`config.mk`:
```
export PLATFORM = sky130hd
export DESIGN_NAME = hazard_stall_ctrl
export DESIGN_NICKNAME = d
export VERILOG_FILES = /design/src/rtl/hz_pkg.sv /design/src/rtl/hz_src_match.sv /design/src/rtl/hz_loaduse.sv /design/src/rtl/hz_port_conflict.sv /design/src/rtl/hazard_stall_ctrl.sv
export SDC_FILE = /design/constraint.sdc
export NUM_CORES = 1
export LEC_CHECK = 0
export ABC_CLOCK_PERIOD_IN_PS = 1400
export BUFFER_PORTS_ARGS = -buffer_cell sky130_fd_sc_hd__buf_2
export CAP_MARGIN = 20
export CORE_AREA = 2 2 39 41
export CTS_CLUSTER_SIZE = 14
export DETAILED_ROUTE_END_ITERATION = 10
export DIE_AREA = 0 0 41 43
export HOLD_SLACK_MARGIN = 0.06
export SYNTH_ARGS = -nofsm -noshare
export SYNTH_HDL_FRONTEND = slang
export SYNTH_HIERARCHICAL = 1
export SYNTH_SLANG_ARGS = --single-unit
```
`constraint.sdc`:
```
create_clock -name clk -period 1.4 [get_ports clk]
set_input_delay 0.07 -clock clk [delete_from_list [all_inputs] [get_ports clk]]
set_output_delay 0.07 -clock clk [all_outputs]
set_load 0.1 [all_outputs]
```
`src/rtl/hz_pkg.sv`:
```
package hz_pkg;
    typedef enum logic [1:0] {
        ST_RUN     = 2'd0,
        ST_LU_HOLD = 2'd1,
        ST_IF_HOLD = 2'd2
    } hz_state_e;
endpackage

```
`src/rtl/hz_src_match.sv`:
```
module hz_src_match #(
    parameter int REG_AW = 5
) (
    input  logic [REG_AW-1:0] src,
    input  logic              src_used,
    input  logic              src_exempt,
    input  logic [REG_AW-1:0] dst,
    output logic              hit
);
    // register 0 is hard-wired, a write to it never creates a dependence
    always_comb begin
        hit = src_used && !src_exempt && (dst != '0) && (src == dst);
    end
endmodule

```
`src/rtl/hz_loaduse.sv`:
```
module hz_loaduse #(
    parameter int REG_AW = 5,
    parameter int NSRC   = 2
) (
    input  logic [NSRC-1:0][REG_AW-1:0] srcs,
    input  logic [NSRC-1:0]             used,
    input  logic [NSRC-1:0]             exempt,
    input  logic                        ex_load,
    input  logic [REG_AW-1:0]           ex_dst,
    output logic                        raw_hit
);
    logic [NSRC-1:0] hits;

    for (genvar g = 0; g < NSRC; g++) begin : g_src
        hz_src_match #(.REG_AW(REG_AW)) match_i (
            .src       (srcs[g]),
            .src_used  (used[g]),
            .src_exempt(exempt[g]),
            .dst       (ex_dst),
            .hit       (hits[g])
        );
    end

    always_comb begin
        raw_hit = ex_load && (|hits);
    end
endmodule

```
`src/rtl/hz_port_conflict.sv`:
```
module hz_port_conflict (
    input  logic cfg_shared_port,
    input  logic mem_data_access,
    output logic conflict
);
    always_comb begin
        conflict = cfg_shared_port && mem_data_access;
    end
endmodule

```
`src/rtl/hazard_stall_ctrl.sv`:
```
module hazard_stall_ctrl
    import hz_pkg::*;
#(
    parameter int REG_AW = 5
) (
    input  logic              clk,
    input  logic              rst_n,
    input  logic              cfg_shared_port,
    input  logic [REG_AW-1:0] dec_src_a,
    input  logic              dec_src_a_used,
    input  logic [REG_AW-1:0] dec_src_b,
    input  logic              dec_src_b_used,
    input  logic              dec_is_store,
    input  logic              ex_load,
    input  logic [REG_AW-1:0] ex_dst,
    input  logic              mem_data_access,
    output logic              pc_en,
    output logic              fd_en,
    output logic              dx_nop,
    output logic              fd_nop
);
    localparam int NSRC = 2;

    hz_state_e state_q, state_d;
    logic      raw_hit, conflict, lu_allowed, lu_stall, if_stall;

    hz_loaduse #(.REG_AW(REG_AW), .NSRC(NSRC)) loaduse_i (
        .srcs   ({dec_src_b, dec_src_a}),
        .used   ({dec_src_b_used, dec_src_a_used}),
        .exempt ({dec_is_store, 1'b0}),
        .ex_load(ex_load),
        .ex_dst (ex_dst),
        .raw_hit(raw_hit)
    );

    hz_port_conflict port_i (
        .cfg_shared_port(cfg_shared_port),
        .mem_data_access(mem_data_access),
        .conflict       (conflict)
    );

    always_ff @(posedge clk) begin
        if (!rst_n) state_q <= ST_RUN;
        else        state_q <= state_d;
    end

    always_comb begin
        lu_allowed = 1'b1;
        unique case (state_q)
            ST_RUN:     lu_allowed = 1'b1;
            ST_LU_HOLD: lu_allowed = 1'b0;
            ST_IF_HOLD: lu_allowed = 1'b1;
            default:    lu_allowed = 1'b1;
        endcase
        lu_stall = raw_hit && lu_allowed;
        if_stall = conflict && !lu_stall;

        if (lu_stall)      state_d = ST_LU_HOLD;
        else if (if_stall) state_d = ST_IF_HOLD;
        else               state_d = ST_RUN;
    end

    always_comb begin
        pc_en  = 1'b1;
        fd_en  = 1'b1;
        dx_nop = 1'b0;
        fd_nop = 1'b0;
        if (lu_stall) begin
            pc_en  = 1'b0;
            fd_en  = 1'b0;
            dx_nop = 1'b1;
        end else if (if_stall) begin
            pc_en  = 1'b0;
            fd_nop = 1'b1;
        end
    end

    assert_lu_holds_front_R1: assert property (@(posedge clk) disable iff (!rst_n)
        dx_nop |-> (!pc_en && !fd_en && !fd_nop));

    assert_single_cycle_R10: assert property (@(posedge clk) disable iff (!rst_n)
        dx_nop |=> !dx_nop);

    assert_zero_dest_R5: assert property (@(posedge clk) disable iff (!rst_n)
        (ex_dst == '0) |-> !dx_nop);

    assert_no_load_R3: assert property (@(posedge clk) disable iff (!rst_n)
        !ex_load |-> !dx_nop);

    assert_fetch_bubble_R7: assert property (@(posedge clk) disable iff (!rst_n)
        fd_nop |-> (!pc_en && fd_en && !dx_nop));

    assert_private_port_R8: assert property (@(posedge clk) disable iff (!rst_n)
        !cfg_shared_port |-> !fd_nop);

    assert_one_bubble_kind_R9: assert property (@(posedge clk) disable iff (!rst_n)
        !(dx_nop && fd_nop));
endmodule

```
## After elaboration in Yosys (flattened, before gate mapping)

Index checks and enable logic that the tools add are counted.

| word-level totals | value |
|---|---|
| output and inout bits | 4 |
| ROM bits | 0 |
| latch bits | 0 |
| memories kept | 0 |
| RAM bits | 0 |
| flip-flop bits (word level) | 2 |

| operators by class | value |
|---|---|
| shift operators | 0 |
| order comparisons | 0 |
| mux-type cells | 9 |
| eq/ne operators | 3 |
| multipliers | 0 |
| div/mod/pow operators | 0 |
| reductions and logical operators | 14 |
| bitwise operators | 1 |
| add/subtract/negate cells | 0 |

Operators by type and width:

| operator | number |
|---|---|
| $eq 5x5->1 | 2 |
| $logic_and 1x1->1 | 9 |
| $mux 1 | 8 |
| $reduce_bool 5->1 | 1 |
| $reduce_or 2->1 | 2 |
| $eq 2x1->1 const B | 1 |
| $logic_not 1->1 | 2 |
| $mux 2 | 1 |
| $not 1->1 | 1 |

## Depth between registers and ports, before layout

Gate-level depths: netlist of the first run.

| depth | value |
|---|---|
| word-level depth | 11 |
| depth in mapped cells | 5 |
| mapped depth without buffers | 5 |

## Modules after synthesis

The synthesis of the first run kept the hierarchy.

By module, submodules not included:

| module | cells each | sequential area each (µm²) | times used | area an instance (µm²) |
|---|---|---|---|---|
| hz_src_match | 11 | 0.0 | 2 | 90.1 |
| hazard_stall_ctrl | 11 | 40.0 | 1 | 95.1 |
| hz_loaduse | 1 | 0.0 | 1 | 7.5 |
| hz_port_conflict | 1 | 0.0 | 1 | 6.3 |

## Worst setup path before layout of the first run

Ideal clock, no wire load.

| timing path | value |
|---|---|
| path kind | input -> output |
| start | in ex_dst[3] |
| end | out pc_en |
| stages on the path | 5 |
| data arrival time | 2.228 ns |
| path slack | -0.898 ns |
| cells stage by stage | nor4_1 o21ai_0 nor4b_4 o21a_1 a21oi_1 |

| on the way | value |
|---|---|
| word-level cells in the longest chain between the ends | 10 |
| elaborated cells on any way between the ends | 14 |
| those cells by class | eq/ne: 2; mux: 2; reduce/logical: 10 |

RTL lines:

| element | line | source |
|---|---|---|
| start: declaration | hazard_stall_ctrl.sv:15 | `input logic [REG_AW-1:0] ex_dst,` |
| $reduce_bool 5->1 | hz_src_match.sv:12 | `hit = src_used && !src_exempt && (dst != '0) && (src == dst);` |
| $logic_and 1x1->1 | hz_src_match.sv:12 |  |
| $logic_and 1x1->1 * | hz_src_match.sv:12 |  |
| via loaduse_i.hits[1] | hz_loaduse.sv:12 | `logic [NSRC-1:0] hits;` |
| $reduce_or 2->1 * | hz_loaduse.sv:25 | `raw_hit = ex_load && (\|hits);` |
| $logic_and 1x1->1 * | hz_loaduse.sv:25 |  |
| via raw_hit | hazard_stall_ctrl.sv:25 | `logic raw_hit, conflict, lu_allowed, lu_stall, if_stall;` |
| $logic_and 1x1->1 * | hazard_stall_ctrl.sv:55 | `lu_stall = raw_hit && lu_allowed;` |
| $logic_not 1->1 | hazard_stall_ctrl.sv:56 | `if_stall = conflict && !lu_stall;` |
| $logic_and 1x1->1 | hazard_stall_ctrl.sv:56 |  |
| $mux 1 | hazard_stall_ctrl.sv:72 | `end else if (if_stall) begin` |
| $mux 1 * | hazard_stall_ctrl.sv:68 | `if (lu_stall) begin` |
| end: declaration | hazard_stall_ctrl.sv:17 | `output logic pc_en,` |

The timed path passes the listed nets; every way through them passes the cells marked *.

## Worst setup path in the final report of the first run

| timing path | value |
|---|---|
| start | in ex_dst[1] |
| end | out dx_nop |

| on the way | value |
|---|---|
| word-level cells in the longest chain between the ends | 7 |
| elaborated cells on any way between the ends | 11 |
| those cells by class | eq/ne: 2; mux: 1; reduce/logical: 8 |

RTL lines:

| element | line | source |
|---|---|---|
| $reduce_bool 5->1 | hz_src_match.sv:12 |  |
| $logic_and 1x1->1 | hz_src_match.sv:12 |  |
| $logic_and 1x1->1 * | hz_src_match.sv:12 |  |
| via loaduse_i.hits[1] | hz_loaduse.sv:12 |  |
| $reduce_or 2->1 * | hz_loaduse.sv:25 |  |
| $logic_and 1x1->1 * | hz_loaduse.sv:25 |  |
| via raw_hit | hazard_stall_ctrl.sv:25 |  |
| $logic_and 1x1->1 * | hazard_stall_ctrl.sv:55 |  |
| $mux 1 * | hazard_stall_ctrl.sv:68 |  |
| end: declaration | hazard_stall_ctrl.sv:19 | `output logic dx_nop,` |

Marks and branches as above.

==> metrics.md, run 1 <==
| Metric | Value |
|---|---|
| Worst hold slack | `0.0887 ns` |
| # rows | `14` |
| Capturing point of the worst reg2reg path | `state_q[0]$_SDFF_PN0_` |
| Count of boundary I/O pins | `27` |
| Final Power | `0.000369 W` |
| PortBufs | `26` |
| First-pass detailed-route iteration total | `1` |
| Simple-gate portion of the synthesized area | `38.1%` |
| Hold EP | `state_q[1]$_SDFF_PP0_` |
| Post-Route WL | `922 µm` |
| Leak | `0.312 nW` |
| Top Registers | `state_q (2)` |
| RSZ-0062 raised after global routing | `true` |
| Total gr overflow | `0` |
| TritonCTS clock tree | `done` |
| CP max stage cell | `nor4b_4` |
| XOR/XNOR share of the synthesized area | `24.2%` |
| PD cells | `533 nW/µm²` |
| WP buf/inv | `2` |
| Post-synthesis compound-gate area fraction | `17.3%` |
| Final non-filler cell total | `80` |
| Share of cells above drive strength 1 | `73.4%` |
| Via count | `360` |
| Final hold vios | `0` |
| Max-slew violation count | `0` |
| Critical-path cell list | `buf_12 -> xnor2_4 -> nand3_2 -> nor4b_4 -> o21a_4 -> and2_4 -> buf_12` |
| Post-synth cell types | `17` |
| Placeable Area | `1380 µm²` |
| Detailed placement HPWL | `684 µm` |
| Yosys warns | `6` |
| Die area | `1760 µm²` |
| FF+latch count, synth | `2` |
| Clock transition at the registers of the reported paths | `0.03 ns` |
| H-tree depth | `1` |
| Clock latency on the worst-skew pair | `0.21 ns` |
| Inserted Diodes | `0` |
| Seq/Total Area, Yosys | `13.9%` |
| Post-layout util | `50.1%` |
| Final TNS setup | `0 ns` |
| Initial antenna violation count | `0` |
| Hold Path Origin | `rst_n` |
| Hold depth | `3` |
| R2R depth | `2` |
| Largest family of logic cells by synthesized area | `simple AND/OR/NAND/NOR gates` |
| Max Cap Viol | `0` |
| Synthesized-area fraction occupied by adder cells | `0%` |
| Final period util | `96.1%` |
| Top reg by flops | `state_q` |
| WL met1 | `314 µm` |
| Crit Path Max Fanout | `6` |
| RePlAce Congestion | `0.666` |
| Clock root buffer master | `clkbuf_4` |
| Fmax | `743 MHz` |
| Mean Syn Cell Area | `8.26 µm²` |
| Most common cell on crit path | `buf_12` |
| WP data required | `1.33 ns` |
| Crit-path leading delay family | `simple AND/OR/NAND/NOR gates` |
| Placed cells | `77` |
| Synth-to-layout area growth | `140%` |
| Post-synthesis mux area share | `0%` |
| Met3 WL | `90 µm` |
| Net count, final | `89` |
| Clock Sink Count | `2` |
| Crit path time final | `1.35 ns` |
| Top Layer Used | `met3` |
| First-pass GRT wire length | `1300 µm` |
| Die Y | `43 µm` |
| Clock buffer depth | `2` |
| Crit path DAT | `1.28 ns` |
| # Post-CTS Setup Buffers | `0` |
| DRT iter0 DRCs | `0` |
| CP peak stage delay | `0.27 ns` |
| Metal2 WL | `517 µm` |
| Mapped Cells | `35` |
| Gr usage total | `10.3%` |
| Clock skew | `0.00225 ns` |
| Worst setup SP type | `primary input` |
| R2r setup slk | `0.64 ns` |
| Worst Setup Path Type | `primary input to primary output` |
| Die Wd | `41 µm` |
| Post-DRT Antenna Nets | `0` |
| R2r startpoint | `state_q[1]$_SDFF_PP0_` |
| HP Class | `primary input to register` |
| Max reg flops | `2` |
| Max VDD drop | `660 µV` |
| Net count after synthesis | `58` |
| Status | `finished, final reports clean` |
| Worst Setup End Kind | `primary output` |
| Average wire per standard cell | `11.5 µm` |
| Largest net degree at the start of global routing | `7` |
| Post-synthesis cell area | `289 µm²` |
| Setup violators final | `0` |
| Vias per cell | `4.50` |
| Clock buffer count from CTS | `3` |
| Number of global-route vias before repair | `360` |
| Initial cell density of the core | `20.9%` |
| Residual DRC | `0` |
## kinds of logic (layout without fill, tap and decap cells)
kind of cell,Yosys count,count (layout)
xor+xnor,8,8
compound gates,8,8
buf+inv,4,33
flops,2,2
simple gates,12,12
other cells,1,1
## worst reg2reg max path, stage by stage (launching register included)
cell and delay, ns:
dfxtp_1 0.28, nand2b_4 0.17, and3_1 0.19
## synth_stat cells (all sizes together)
library cell,number,area share (%)
a21boi,1,2.6
a21oi,2,3.5
and2,2,4.3
and3,1,2.2
conb,1,1.3
dfxtp,2,14
inv,4,5.2
nand2,2,2.6
nand2b,1,4.8
nand3,2,3.5
nor4,2,4.3
nor4b,2,16
o211ai,2,5.2
o21a,1,2.6
o21ai,2,3.5
xnor2,6,18
xor2,2,6.1
## cells in the final DEF (no fill, tap or decap), types with 2 or more instances in the layout
master | netlist | layout
buf_12 | 0 | 5
buf_2 | 0 | 17
buf_6 | 0 | 4
clkbuf_4 | 0 | 3
dfxtp_1 | 2 | 2
inv_1 | 4 | 4
nand3_2 | 0 | 2
nor4_4 | 0 | 2
nor4b_4 | 2 | 2
o211ai_1 | 2 | 2
o21ai_1 | 0 | 2
xnor2_2 | 0 | 5
xor2_1 | 2 | 2
## power by group
| group | total [W] | switching, W | leakage, nW | internal (W) |
|---|---|---|---|---|
| combinational | 0.000191 | 0.0000953 | 0.282 | 0.0000960 |
| sequential | 0.0000592 | 0.000000360 | 0.0163 | 0.0000588 |
| clock | 0.000119 | 0.0000247 | 0.0138 | 0.0000939 |
## what timing repair did
action                     4_1_cts  5_1_grt
gates cloned                     0        0
hold buffers                     0        0
setup endpoints to repair        3        3
pin swaps                        1       12
gates resized for setup          3       27
## per-stage QoR
step	setup WS [ns]	area (µm²)
2_1_floorplan	-0.0532	317
3_3_place_gp	-0.0744	527
3_5_place_dp	-0.0838	527
4_1_cts	0.00213	562
6_report	0.0546	693
5_1_grt	-0.0248	693
## area by class of cell
type	instances	area, µm²
clock buffer	3	22.5
fill	134	691
inverter	4	15.0
multi-input combinational	29	365
sequential	2	40.0
tap	16	20.0
timing repair buffer	26	230
## how the worst max path moves through the flow
stage          depth (start not counted)      start  slack (ns)      to
6_report                               7  ex_dst[1]        0.05  dx_nop
5_1_grt                                7  ex_dst[1]       -0.02  dx_nop
4_1_cts                                7  ex_dst[3]       0.002  dx_nop
3_5_place_dp                           7  ex_dst[3]       -0.08  dx_nop
3_3_place_gp                           7  ex_dst[3]       -0.07  fd_nop
2_1_floorplan                          5  ex_dst[3]       -0.05  fd_nop
## routing by layer
| layer | vias to the layer above | global-route usage (%) |
|---|---|---|
| met1 | 162 | 12.5 |
| met2 | 19 | 16.9 |
| met5 | - | 0 |
| li1 | 179 | - |
| met4 | 0 | 2.00 |
| met3 | 0 | 3.66 |
Note: power is estimated with default switching activity, not from simulation.
==> run 2: changes to the inputs <==
Settings changed: CTS_BUF_LIST set to sky130_fd_sc_hd__clkbuf_16.
==> run 2 against run 1 <==
Against the previous run:
- clock power rose to 3.6 times the previous value
- clock-buffer cell count did not move
- global-route usage rose by 2.0 points
- critical path depth did not move
- sequential share of layout area fell by 0.41 points
- combinational power barely moved
- highest routed layer is now met4
- register-to-register slack barely moved
- power rose by 86%
- sequential power barely moved
==> metrics.md, run 2 (synthesized netlist as in run 1, its figures left out) <==
| Metric | Value |
|---|---|
| Clock transition at the registers of the reported paths | `0.03 ns (about the same)` |
| Clock Sink Count | `2 (unchanged)` |
| Clock buffer depth | `2 (unchanged)` |
| Setup violators final | `0 (unchanged)` |
| Most common cell on crit path | `buf_12 (unchanged)` |
| Fmax | `744 MHz (was 743 MHz)` |
| Die Wd | `41 µm (unchanged)` |
| Final period util | `96.1% (about the same)` |
| # hold bufs at CTS | `0 (unchanged)` |
| Inserted Diodes | `0 (unchanged)` |
| Worst setup margin | `0.0553 ns (was 0.0546 ns)` |
| Placed cells | `77 (unchanged)` |
| Most common cell after layout, fill and taps aside | `buf_2 (unchanged)` |
| R2r setup slk | `0.63 ns (was 0.64 ns)` |
| DRT iter0 DRCs | `0 (unchanged)` |
| Top Registers | `state_q (2) (unchanged)` |
| Initial cell density of the core | `20.9% (unchanged)` |
| CP max stage cell | `nor4b_4 (unchanged)` |
| H-tree depth | `1 (unchanged)` |
| Leak | `0.335 nW (was 0.312 nW)` |
| Crit Path Max Fanout | `6 (unchanged)` |
| CP peak stage delay | `0.27 ns (about the same)` |
| PD cells | `919 nW/µm² (was 533 nW/µm²)` |
| Max-slew violation count | `0 (unchanged)` |
| Largest net degree at the start of global routing | `7 (unchanged)` |
| Final non-filler cell total | `80 (unchanged)` |
| Detailed placement HPWL | `684 µm (unchanged)` |
| RSZ-0062 raised after global routing | `true (unchanged)` |
| # rows | `14 (unchanged)` |
| Capturing point of the worst reg2reg path | `state_q[0]$_SDFF_PN0_ (unchanged)` |
| Crit-path leading delay family | `simple AND/OR/NAND/NOR gates (unchanged)` |
| Die area | `1760 µm² (unchanged)` |
| Count of boundary I/O pins | `27 (unchanged)` |
| First-pass GRT wire length | `1440 µm (was 1300 µm)` |
| Max reg flops | `2 (unchanged)` |
| Clock buffer count from CTS | `3 (unchanged)` |
| PortBufs | `26 (unchanged)` |
| Hold Path Origin | `rst_n (unchanged)` |
| Via count | `366 (was 360)` |
| Hold depth | `3 (unchanged)` |
| Clock latency on the worst-skew pair | `0.22 ns (was 0.21 ns)` |
| First-pass detailed-route iteration total | `1 (unchanged)` |
| Top reg by flops | `state_q (unchanged)` |
| Synth-to-layout area growth | `158% (was 140%)` |
| Die Y | `43 µm (unchanged)` |
| Gr usage total | `12.3% (was 10.3%)` |
| Vias per cell | `4.58 (was 4.50)` |
| R2R depth | `2 (unchanged)` |
| Initial antenna violation count | `0 (unchanged)` |
| Worst Setup End Kind | `primary output (unchanged)` |
| Clock skew | `0.000201 ns (was 0.00225 ns)` |
| Crit path DAT | `1.27 ns (was 1.28 ns)` |
| HP Class | `primary input to register (unchanged)` |
| Net count, final | `89 (unchanged)` |
| Crit path time final | `1.34 ns (was 1.35 ns)` |
| Final hold vios | `0 (unchanged)` |
| TritonCTS clock tree | `done (unchanged)` |
| Cell depth of the worst setup path | `7 (unchanged)` |
| WP buf/inv | `2 (unchanged)` |
| Status | `finished, final reports clean (unchanged)` |
| # Post-CTS Setup Buffers | `0 (unchanged)` |
| Most frequent cells in the layout | `buf_2 (17), buf_12 (5), xnor2_2 (5), buf_6 (4), inv_1 (4) (unchanged)` |
| Max Cap Viol | `0 (unchanged)` |
| Post-Route WL | `1010 µm (was 922 µm)` |
| RePlAce Congestion | `0.666 (unchanged)` |
| Worst hold slack | `0.0799 ns (was 0.0887 ns)` |
| Share of cells above drive strength 1 | `73.4% (unchanged)` |
| Hold EP | `state_q[1]$_SDFF_PP0_ (unchanged)` |
| Placeable Area | `1380 µm² (unchanged)` |
| Worst setup SP type | `primary input (unchanged)` |
| Critical-path cell list | `buf_12 -> xnor2_4 -> nand3_2 -> nor4b_4 -> o21a_4 -> and2_4 -> buf_12 (unchanged)` |
| Total gr overflow | `0 (unchanged)` |
| R2r startpoint | `state_q[1]$_SDFF_PP0_ (unchanged)` |
| Number of global-route vias before repair | `371 (was 360)` |
| Worst Setup Path Type | `primary input to primary output (unchanged)` |
| Post-DRT Antenna Nets | `0 (unchanged)` |
| Average wire per standard cell | `12.6 µm (was 11.5 µm)` |
| WP data required | `1.33 ns (about the same)` |
| Max VDD drop | `886 µV (was 660 µV)` |
| Place WS | `-0.0838 ns (unchanged)` |
| Clock root buffer master | `clkbuf_16 (was clkbuf_4)` |
| Residual DRC | `0 (unchanged)` |
## run 2: worst reg2reg max path: stages (launching register included)
cell and delay [ns]:
dfxtp_1 0.28, nand2b_4 0.17, and3_1 0.20
## run 2: area by class of cell
| cell class | instances | area, µm² |
|---|---|---|
| flip-flops and latches | 2 | 40.0 |
| clock buffers | 3 | 75.1 |
| multi-input cells | 29 | 365 |
| fillers | 127 | 638 |
| well taps | 16 | 20.0 |
| repair buffers | 26 | 230 |
| inverters | 4 | 15.0 |
## run 2: per-layer routing
layer / GRT usage [%] / routed length, µm / vias up
li1: - / - / 179
met1: 13.7 / 342 / 162
met2: 18.1 / 552 / 22
met3: 5.24 / 94 / 3
met4: 8.00 / 16 / 0
met5: 0 / 0 / -
## run 2: stage by stage
step / TNS [ns] / utilization [%] / instance area (µm²) / total power, W
after floorplan: -0.0934 / - / 317 / 0.000140
after global placement: -0.185 / 38.1 / 527 / 0.000200
after detailed placement: -0.220 / 38.1 / 527 / 0.000202
after CTS: 0 / 44.4 / 614 / 0.000649
after global routing: -0.0248 / 53.9 / 746 / 0.000709
final: 0 / 53.9 / 746 / 0.000685
## run 2: what timing repair did
action                                  4_1_cts  5_1_grt
pin swaps                                     1       12
resized for setup                             3       27
endpoints found under the setup margin        3        3
## run 2: how the worst max path moves through the flow
stage,from,to,slack (ns)
floorplan,ex_dst[3],fd_nop,-0.05
global placement,ex_dst[3],fd_nop,-0.07
detailed placement,ex_dst[3],dx_nop,-0.08
CTS,ex_dst[3],dx_nop,0.002
global route,ex_dst[1],dx_nop,-0.02
finish,ex_dst[1],dx_nop,0.06
## run 2: power by group
part / total (W) / internal [W] / leakage [nW] / switching, W
combinational: 0.000191 / 0.0000960 / 0.282 / 0.0000953
sequential: 0.0000592 / 0.0000588 / 0.0163 / 0.000000367
clock: 0.000434 / 0.000364 / 0.0370 / 0.0000705
total: 0.000685 / 0.000519 / 0.335 / 0.000166
==> run 3: changes to the inputs <==
Settings changed: ABC_CLOCK_PERIOD_IN_PS 1400 to 1700.
Clock period 1.4 ns to 1.7 ns, I/O delays scaled along.
==> run 3 against run 2 <==
Against the previous run:
- sequential cell count stayed put
- die area unchanged
- register-to-register slack gained 0.34 ns
- largest cell class unchanged
- critical endpoint unchanged
- power is 25% lower
- clock skew is 0.0045 ns higher
- via count shrank 4.1%
- worst hold slack gained 0.020 ns
- highest routed layer is now met3
- non-clock buffer count unchanged
- first-iteration DRC count unchanged
- wire length is 19% lower
- combinational power shrank 41%
==> metrics.md, run 3 (synthesized netlist as in run 1, its figures left out) <==
| Metric | Value |
|---|---|
| Post-DRT Antenna Nets | `0 (unchanged)` |
| Crit Path Max Fanout | `6 (unchanged)` |
| DRT iter0 DRCs | `0 (unchanged)` |
| Average wire per standard cell | `10.2 µm (was 12.6 µm)` |
| Clock latency on the worst-skew pair | `0.22 ns (about the same)` |
| Setup violators final | `0 (unchanged)` |
| Largest net degree at the start of global routing | `7 (unchanged)` |
| Die Y | `43 µm (unchanged)` |
| Initial antenna violation count | `0 (unchanged)` |
| Most common cell after layout, fill and taps aside | `buf_2 (unchanged)` |
| Max-slew violation count | `0 (unchanged)` |
| Final period util | `86.8%` |
| Clock root buffer master | `clkbuf_16 (unchanged)` |
| Die area | `1760 µm² (unchanged)` |
| Clock buffer depth | `2 (unchanged)` |
| Final hold vios | `0 (unchanged)` |
| Top reg by flops | `state_q (unchanged)` |
| # Post-CTS Setup Buffers | `0 (unchanged)` |
| PD cells | `886 nW/µm² (was 919 nW/µm²)` |
| Initial cell density of the core | `20.9% (unchanged)` |
| Critical-path cell list | `buf_2 -> xnor2_1 -> nand3_1 -> nor4b_4 -> o21a_1 -> and2_1 -> buf_12 (was buf_12 -> xnor2_4 -> nand3_2 -> nor4b_4 -> o21a_4 -> and2_4 -> buf_12)` |
| H-tree depth | `1 (unchanged)` |
| Gr usage total | `10.9% (was 12.3%)` |
| Crit path time final | `1.48 ns` |
| Clock buffer count from CTS | `3 (unchanged)` |
| Max reg flops | `2 (unchanged)` |
| Leak | `0.270 nW (was 0.335 nW)` |
| Final non-filler cell total | `80 (unchanged)` |
| # rows | `14 (unchanged)` |
| Status | `finished, final reports clean (unchanged)` |
| Inserted Diodes | `0 (unchanged)` |
| CP peak stage delay | `0.26 ns (was 0.27 ns)` |
| Count of boundary I/O pins | `27 (unchanged)` |
| Clock transition at the registers of the reported paths | `0.03 ns (about the same)` |
| Crit path DAT | `1.39 ns (was 1.27 ns)` |
| Total gr overflow | `0 (unchanged)` |
| CTS-repair resized insts | `0 (was 3)` |
| CP max stage cell | `o21a_1 (was nor4b_4)` |
| Residual DRC | `0 (unchanged)` |
| Clock skew | `0.00468 ns (was 0.000201 ns)` |
| HP Class | `primary input to register (unchanged)` |
| Top Registers | `state_q (2) (unchanged)` |
| Worst Setup End Kind | `primary output (unchanged)` |
| Placed cells | `77 (unchanged)` |
| Post-Route WL | `817 µm (was 1010 µm)` |
| Post-layout util | `42.0% (was 53.9%)` |
| Detailed placement HPWL | `701 µm (was 684 µm)` |
| Most frequent cells in the layout | `buf_2 (22), xnor2_1 (6), inv_1 (4), buf_12 (4), clkbuf_16 (3) (was buf_2 (17), buf_12 (5), xnor2_2 (5), buf_6 (4), inv_1 (4))` |
| Placeable Area | `1380 µm² (unchanged)` |
| WP data required | `1.62 ns (was 1.33 ns)` |
| Max Cap Viol | `0 (unchanged)` |
| Fmax | `677 MHz` |
| Share of cells above drive strength 1 | `53.1% (was 73.4%)` |
| Synth-to-layout area growth | `101% (was 158%)` |
| RSZ-0062 raised after global routing | `false (was true)` |
| Vias per cell | `4.39 (was 4.58)` |
| Worst Setup Path Type | `primary input to primary output (unchanged)` |
| # hold bufs at CTS | `0 (unchanged)` |
| TritonCTS clock tree | `done (unchanged)` |
| Number of global-route vias before repair | `346 (was 371)` |
| Die Wd | `41 µm (unchanged)` |
| First-pass detailed-route iteration total | `1 (unchanged)` |
| Net count, final | `89 (unchanged)` |
| Filler instances | `152 (was 127)` |
| PortBufs | `26 (unchanged)` |
| First-pass GRT wire length | `1290 µm (was 1440 µm)` |
| Clock Sink Count | `2 (unchanged)` |
| RePlAce Congestion | `0.685 (was 0.666)` |
| Max VDD drop | `751 µV (was 886 µV)` |
| Via count | `351 (was 366)` |
| Worst setup SP type | `primary input (unchanged)` |
-- run 3: cell counts in the layout (fill, tap and decap cells not counted) --
No cell type changed its count.
-- run 3: critical path: cells and delay by family --
kind	cells	cell delay, ns
xor+xnor	1	0.15
simple gates	3	0.58
compound gates	1	0.26
buf+inv	2	0.31
-- run 3: power breakdown --
group          internal, W   total, W  switching (W)
Sequential       0.0000484  0.0000487    0.000000312
Combinational    0.0000526   0.000113      0.0000606
Clock             0.000299   0.000353      0.0000540
Total             0.000400   0.000515       0.000115
-- run 3: through the flow --
step,setup TNS [ns],hold slack (ns),area (µm²),total power (W),setup WS [ns]
3_5_place_dp,0,0.323,507,0.000163,0.202
4_1_cts,0,0.0987,582,0.000523,0.198
3_3_place_gp,0,0.326,507,0.000162,0.222
6_report,0,0.100,582,0.000515,0.224
5_1_grt,0,0.120,582,0.000536,0.0992
2_1_floorplan,-0.169,0.201,297,0.000112,-0.0885
-- run 3: layout make-up --
type | count | area [µm²] | share of cell area [%]
clock buffers | 3 | 75.1 | 12.9
inverters | 4 | 15.0 | 2.58
multi-input cells | 29 | 241 | 41.5
flip-flops and latches | 2 | 40.0 | 6.88
well taps | 16 | 20.0 | 3.44
repair buffers | 26 | 190 | 32.7
-- run 3: routing by layer --
layer  vias up  track usage (%)  part of all wire (%)
li1        178                -                     -
met1       150             10.2                    34
met2        23             18.4                    47
met3         0             7.85                    18
met4         0             2.00                     0
met5         -                0                     0
-- run 3: final timing paths --
kind / cells after the start / start / to / slack, ns
worst max-delay path: 7 / ex_dst[3] / dx_nop / 0.22
worst min-delay path: 3 / rst_n / state_q[1]$_SDFF_PP0_ / 0.10
worst max register to register: 2 / state_q[0]$_SDFF_PN0_ / state_q[0]$_SDFF_PN0_ / 0.97
worst min register to register: 2 / state_q[0]$_SDFF_PN0_ / state_q[1]$_SDFF_PP0_ / 0.54
